===== src/rtl/fxr_pkg.sv =====
package fxr_pkg;

    // Facts about the discarded fraction needed to decide a round-up.
    typedef struct packed {
        logic half_bit;   // most significant discarded bit
        logic tail_nz;    // any discarded bit below half_bit is set
        logic neg;        // input is negative (signed data only)
        logic keep_lsb;   // least significant retained bit
    } fxr_frac_t;

    // Position of each result inside the packed result bundle.
    typedef enum int {
        FXR_TRUNC     = 0,
        FXR_AWAY_WRAP = 1,
        FXR_AWAY_CLIP = 2,
        FXR_EVEN_WRAP = 3,
        FXR_EVEN_CLIP = 4
    } fxr_sel_e;

    localparam int FXR_NUM_RES = 5;

    // Output width for a given input width and discarded-bit count.
    function automatic int fxr_out_w(input int in_w, input int drop_w);
        return (drop_w > 0) ? (in_w - drop_w) : in_w;
    endfunction

    // Nearest rounding, ties away from zero (ties up when neg is never set).
    function automatic logic fxr_inc_away(input fxr_frac_t f);
        return f.half_bit & (f.tail_nz | ~f.neg);
    endfunction

    // Nearest rounding, ties to the even retained value.
    function automatic logic fxr_inc_even(input fxr_frac_t f);
        return f.half_bit & (f.tail_nz | f.keep_lsb);
    endfunction

endpackage


===== src/rtl/fxr_pipe.sv =====
module fxr_pipe #(
    parameter int DEPTH = 1,
    parameter int WIDTH = 8
) (
    input  logic             clk,
    input  logic             rst,
    input  logic             vld_i,
    input  logic [WIDTH-1:0] dat_i,
    output logic             vld_o,
    output logic [WIDTH-1:0] dat_o
);

    generate
        if (DEPTH <= 0) begin : g_wire
            assign vld_o = vld_i;
            assign dat_o = dat_i;
        end else begin : g_regs
            logic             vld_q [DEPTH];
            logic [WIDTH-1:0] dat_q [DEPTH];

            for (genvar s = 0; s < DEPTH; s++) begin : g_stage
                always_ff @(posedge clk) begin
                    if (rst) begin
                        vld_q[s] <= 1'b0;
                        dat_q[s] <= '0;
                    end else if (s == 0) begin
                        vld_q[s] <= vld_i;
                        dat_q[s] <= dat_i;
                    end else begin
                        vld_q[s] <= vld_q[s-1];
                        dat_q[s] <= dat_q[s-1];
                    end
                end
            end

            assign vld_o = vld_q[DEPTH-1];
            assign dat_o = dat_q[DEPTH-1];
        end
    endgenerate

endmodule


===== src/rtl/fxr_frac_decode.sv =====
module fxr_frac_decode
    import fxr_pkg::*;
#(
    parameter int IN_W      = 4,
    parameter int DROP_W    = 1,
    parameter bit IS_SIGNED = 1'b1,
    localparam int OUT_W    = IN_W - DROP_W
) (
    input  logic [IN_W-1:0]  din,
    output logic [OUT_W-1:0] keep,
    output fxr_frac_t        frac
);

    logic tail_nz;

    generate
        if (DROP_W > 1) begin : g_tail
            assign tail_nz = |din[DROP_W-2:0];
        end else begin : g_no_tail
            assign tail_nz = 1'b0;
        end
    endgenerate

    // Dropping the low bits of a two's complement word is a floor shift.
    assign keep = din[IN_W-1:DROP_W];

    always_comb begin
        frac.half_bit = din[DROP_W-1];
        frac.tail_nz  = tail_nz;
        frac.neg      = IS_SIGNED ? din[IN_W-1] : 1'b0;
        frac.keep_lsb = din[DROP_W];
    end

endmodule


===== src/rtl/fxr_inc_apply.sv =====
module fxr_inc_apply #(
    parameter int OUT_W     = 3,
    parameter bit IS_SIGNED = 1'b1,
    parameter bit CLIP      = 1'b0
) (
    input  logic [OUT_W-1:0] keep,
    input  logic             inc,
    output logic [OUT_W-1:0] res
);

    localparam logic [OUT_W-1:0] ALL_ONES = {OUT_W{1'b1}};
    localparam logic [OUT_W-1:0] MAXV     = IS_SIGNED ? (ALL_ONES >> 1) : ALL_ONES;

    logic [OUT_W-1:0] sum;
    logic             ovf;

    assign sum = keep + {{(OUT_W-1){1'b0}}, inc};
    // Only a round-up from the top code can leave the range.
    assign ovf = inc && (keep == MAXV);

    generate
        if (CLIP) begin : g_clip
            assign res = ovf ? MAXV : sum;
        end else begin : g_wrap
            assign res = sum;
        end
    endgenerate

endmodule


===== src/rtl/fxr_round_unit.sv =====
module fxr_round_unit
    import fxr_pkg::*;
#(
    parameter int IN_W      = 4,
    parameter int DROP_W    = 1,
    parameter bit IS_SIGNED = 1'b1,
    parameter int PIPE_IN   = 1,
    parameter int PIPE_OUT  = 1,
    localparam int OUT_W    = fxr_out_w(IN_W, DROP_W)
) (
    input  logic             clk,
    input  logic             rst,
    input  logic             valid_i,
    input  logic [IN_W-1:0]  din,
    output logic             valid_o,
    output logic [OUT_W-1:0] trunc_o,
    output logic [OUT_W-1:0] away_wrap_o,
    output logic [OUT_W-1:0] away_clip_o,
    output logic [OUT_W-1:0] even_wrap_o,
    output logic [OUT_W-1:0] even_clip_o
);

    localparam int BUND_W = FXR_NUM_RES * OUT_W;

    logic             vld_mid;
    logic [IN_W-1:0]  din_mid;
    logic [BUND_W-1:0] bund_mid;
    logic [BUND_W-1:0] bund_out;

    fxr_pipe #(.DEPTH(PIPE_IN), .WIDTH(IN_W)) u_pipe_in (
        .clk   (clk),
        .rst   (rst),
        .vld_i (valid_i),
        .dat_i (din),
        .vld_o (vld_mid),
        .dat_o (din_mid)
    );

    generate
        if (DROP_W <= 0) begin : g_pass
            for (genvar m = 0; m < FXR_NUM_RES; m++) begin : g_copy
                assign bund_mid[m*OUT_W +: OUT_W] = din_mid;
            end
        end else begin : g_round
            logic [OUT_W-1:0] keep;
            fxr_frac_t        frac;
            logic             inc_away;
            logic             inc_even;

            fxr_frac_decode #(
                .IN_W      (IN_W),
                .DROP_W    (DROP_W),
                .IS_SIGNED (IS_SIGNED)
            ) u_decode (
                .din  (din_mid),
                .keep (keep),
                .frac (frac)
            );

            assign inc_away = fxr_inc_away(frac);
            assign inc_even = fxr_inc_even(frac);
            assign bund_mid[FXR_TRUNC*OUT_W +: OUT_W] = keep;

            // Modes 1..4: (away|even) x (wrap|clip)
            for (genvar m = 1; m < FXR_NUM_RES; m++) begin : g_mode
                localparam bit IS_EVEN = (m >= FXR_EVEN_WRAP);
                localparam bit DO_CLIP = (m == FXR_AWAY_CLIP) || (m == FXR_EVEN_CLIP);
                fxr_inc_apply #(
                    .OUT_W     (OUT_W),
                    .IS_SIGNED (IS_SIGNED),
                    .CLIP      (DO_CLIP)
                ) u_apply (
                    .keep (keep),
                    .inc  (IS_EVEN ? inc_even : inc_away),
                    .res  (bund_mid[m*OUT_W +: OUT_W])
                );
            end
        end
    endgenerate

    fxr_pipe #(.DEPTH(PIPE_OUT), .WIDTH(BUND_W)) u_pipe_out (
        .clk   (clk),
        .rst   (rst),
        .vld_i (vld_mid),
        .dat_i (bund_mid),
        .vld_o (valid_o),
        .dat_o (bund_out)
    );

    assign trunc_o     = bund_out[FXR_TRUNC*OUT_W     +: OUT_W];
    assign away_wrap_o = bund_out[FXR_AWAY_WRAP*OUT_W +: OUT_W];
    assign away_clip_o = bund_out[FXR_AWAY_CLIP*OUT_W +: OUT_W];
    assign even_wrap_o = bund_out[FXR_EVEN_WRAP*OUT_W +: OUT_W];
    assign even_clip_o = bund_out[FXR_EVEN_CLIP*OUT_W +: OUT_W];

endmodule


===== config.mk =====
export PLATFORM = sky130hd
export DESIGN_NAME = fxr_round_unit
export DESIGN_NICKNAME = d
export VERILOG_FILES = /design/src/rtl/fxr_pkg.sv /design/src/rtl/fxr_pipe.sv /design/src/rtl/fxr_frac_decode.sv /design/src/rtl/fxr_inc_apply.sv /design/src/rtl/fxr_round_unit.sv
export SDC_FILE = /design/constraint.sdc
export NUM_CORES = 1
export LEC_CHECK = 0
export ABC_AREA = 1
export BUFFER_PORTS_ARGS = -buffer_cell sky130_fd_sc_hd__buf_2
export CORE_ASPECT_RATIO = 0.8
export CORE_MARGIN = 2
export CORE_UTILIZATION = 42
export CTS_CLUSTER_DIAMETER = 30
export CTS_CLUSTER_SIZE = 40
export DETAILED_ROUTE_END_ITERATION = 16
export GPL_ROUTABILITY_DRIVEN = 0
export GPL_TIMING_DRIVEN = 0
export PLACE_DENSITY = 0.74
export SYNTH_ARGS = -nofsm -noshare
export SYNTH_HDL_FRONTEND = slang
export SYNTH_SLANG_ARGS = --single-unit

===== constraint.sdc =====
create_clock -name clk -period 1 [get_ports clk]
set_input_delay 0.1 -clock clk [delete_from_list [all_inputs] [get_ports clk]]
set_output_delay 0.1 -clock clk [all_outputs]
set_load 0.005 [all_outputs]

==> results by group <==
Status
  • Outcome: complete, but fails checks
  • Violated checks: setup timing

Worst setup path
  • Startpoint class of the critical path: flop
  • Worst R2R Start: u_pipe_in.g_regs.dat_q[0][3]$_SDFF_PP0_
  • Kind of critical path: flop to flop
  • Crit path DAT: 1300 ps
  • Critical path capture point type: flop
  • Critical path peak fanout: 2
  • Slowest cell delay on critical path: 370 ps
  • Cell breakdown of the critical path: nor2_4 > ha_4 > ha_4 > inv_2 > nand2_2 > nand3_2 > nor2_2
  • Required time reported for the critical path endpoint: 1240 ps
  • First element of the critical path: u_pipe_in.g_regs.dat_q[0][3]$_SDFF_PP0_
  • Number of cells on the worst reg-to-reg path: 7
  • Highest-delay cell along the critical path: dfxtp_4
  • Library cell appearing most often on the critical path: ha_4

Clock tree
  • Clk buf depth: 2
  • Clock Sink Count: 21
  • CTS buffer count: 3
  • Post-CTS clock slew at the launch and capture registers of the worst setup and hold paths: 110 ps
  • Maximum level of the CTS H-tree: 1
  • Cell at the root of the clock tree: clkbuf_4
  • Clock insertion delay at the later pin of the skew report: 290 ps
  • Clock tree from TritonCTS: yes

Yosys
  • Fraction of the yosys area taken by sequential cells: 60.22%
  • Number of nets produced by synthesis: 87
  • Unique masters post-synth: 11
  • Yosys warning count: 0
  • Number of instances in the synthesized netlist: 77
  • Avg Synthesized Cell Area: 9.067 sq um
  • Number of synthesized register bits: 21
  • Netlist Area Pre-Place: 698.2 sq um

Timing
  • Worst hold slack: 19.98 ps
  • Tightest slew margin relative to the limit: 82.96%
  • Setup repair after global routing missed its margin: true
  • Max Slew Vio Count: 0
  • Worst Clk Skew: 3.871 ps
  • Final hold vios: 0
  • Final setup violation count: 6
  • Highest clock rate: 947.8 MHz
  • Clock period minus worst slack: 1055 ps
  • Share of the clock period used by the worst path after layout: 105.5%
  • Transition at the pin with the smallest max-transition slack: 255.3 ps
  • Least setup slack across all paths after layout: -55.12 ps

Drt
  • Post-detailed-route count of antenna-violating nets: 0
  • Post-detailed-routing wire length: 1215 um
  • Number of vias after detailed routing: 543
  • Drt initial violations: 8
  • Via density per instance: 4.022
  • WL/cell: 9.000 um
  • Residual DRC count: 0
  • Detailed-router iteration count before antenna repair: 3

Layout
  • Utilization after layout: 63.50%
  • Fin nets: 124
  • ANT cells: 0
  • Area growth, synth to finish: 44.98%
  • Fraction of layout cells with a size suffix above 1: 48.67%

Global route
  • First-pass GRT wire length: 1787 um
  • Number of global-route vias before repair: 450
  • Maximum number of pins on one net before global-route repair: 13
  • Antenna violations before repair: 0
  • All-Layer GR Usage: 13.03%
  • Grt total ovfl: 0

Die
  • Placement Rows: 13
  • Core area: 0.001594 sq mm
  • Initial Utilization: 43.80%
  • Die Y: 40.47 um
  • Die Outline Area: 0.002006 sq mm
  • Die W: 49.59 um
  • # IOs: 23

Place
  • DPL Wire Length: 788.6 um
  • Number of port buffers: 21

Power
  • Power per cell area: 1425 mW/mm^2
  • Overall power consumption: 0.001442 W
  • Maximum resistive drop on vdd: 0.0009766 V
  • Standby leakage power: 0.5731 nW

Hold path
  • HP Class: input pin to flop
  • Worst hold path startpoint: din[2]
  • Hold depth: 3

Job
  • Max_cap viols: 0
==> cell type report <==
class | instances | area, sq um
plain buffers | 1 | 11.26
repair buffers | 32 | 200.2
flip-flops and latches | 21 | 426.7
clock buffers | 3 | 22.52
well taps | 22 | 27.53
fillers | 160 | 581.8
inverters | 21 | 81.33
clock inverters | 1 | 5.005
multi-input cells | 34 | 237.7
==> cell families (layout without fill, tap and decap cells) <==
logic type | count (synthesis) | in the layout | synth area share [%]
adders and majority gates | 3 | 3 | 5.377
DFF | 21 | 21 | 60.21
and+or+nand+nor | 31 | 31 | 21.15
buffers and inverters | 22 | 58 | 13.26
==> worst max-delay path: cells and delay by family (launching register included) <==
kind / cells / cell delay, ps
DFF: 1 / 370
adders and majority gates: 2 / 270
and+or+nand+nor: 4 / 330
buffers and inverters: 1 / 30
==> through the flow <==
step           setup slack [ps]  TNS [ps]  area (sq um)  std cells
3_3_place_gp             -49.00    -170.0         865.8        120
4_1_cts                  -48.49    -104.2         982.2        132
2_1_floorplan            -17.15    -50.52         733.2         77
6_report                 -55.12    -131.3          1012        135
3_5_place_dp             -84.22    -313.3         865.8        120
5_1_grt                  -124.6    -458.6          1012        135
==> final timing paths <==
| check | end | slack (ps) |
|---|---|---|
| setup / recovery | u_pipe_out.g_regs.dat_q[0][8]$_SDFF_PP0_ | -60 |
| hold / removal | u_pipe_in.g_regs.dat_q[0][2]$_SDFF_PP0_ | 20 |
| setup reg to reg | u_pipe_out.g_regs.dat_q[0][8]$_SDFF_PP0_ | -60 |
| hold reg to reg | u_pipe_out.g_regs.vld_q[0]$_SDFF_PP0_ | 420 |
==> layout by cell type (no fill, tap or decap) <==
master | Yosys | routed
dfxtp_4 | 0 | 1
nor2_1 | 10 | 10
buf_6 | 1 | 1
clkbuf_4 | 0 | 3
nor2_2 | 2 | 1
buf_2 | 0 | 21
inv_2 | 2 | 6
ha_4 | 0 | 3
nand3_2 | 3 | 3
inv_1 | 18 | 14
clkinv_2 | 0 | 1
nor2_4 | 1 | 2
buf_4 | 0 | 6
nand2_1 | 15 | 11
dlygate4sd3_1 | 0 | 5
nand2_2 | 0 | 4
inv_4 | 1 | 1
dfxtp_2 | 0 | 2
dfxtp_1 | 21 | 18
==> layer usage <==
| metal | wire [um] | vias up | track usage [%] | part of all wire, % |
|---|---|---|---|---|
| li1 | - | 288 | - | - |
| met1 | 529 | 238 | 13.12 | 44 |
| met2 | 612 | 15 | 24.33 | 50 |
| met3 | 62 | 2 | 3.358 | 5.1 |
| met4 | 11 | 0 | 10.42 | 0.91 |
| met5 | 0 | - | 0 | 0 |
==> cell usage after synthesis (all sizes together) <==
master	count	area share, %
dfxtp	21	60
nor2	13	8.8
nand2	15	8.1
ha	3	5.4
nand3	3	4.3
buf	1	1.6
inv	21	12
==> state kept, by name, summed over array words and instances (netlist names) <==
register and cells:
u_pipe_in.g_regs.dat_q 4, u_pipe_out.g_regs.dat_q 15, u_pipe_in.g_regs.vld_q 1, u_pipe_out.g_regs.vld_q 1
==> power breakdown <==
group | total (W) | switching, W | internal (W) | leakage [nW]
sequential | 0.000897 | 0.0000188 | 0.000878 | 0.174
clock | 0.000381 | 0.000232 | 0.000149 | 0.0177
combinational | 0.000165 | 0.0000758 | 0.0000888 | 0.381
total | 0.00144 | 0.000326 | 0.00112 | 0.573
==> what timing repair did <==
item	CTS	global route
setup buffers	4	2
hold endpoints to repair	4	2
endpoints found under the setup margin	8	8
hold buffers	4	1
pin swaps	3	2
gates resized for setup	5	5
(Power assumes the default switching activity.)
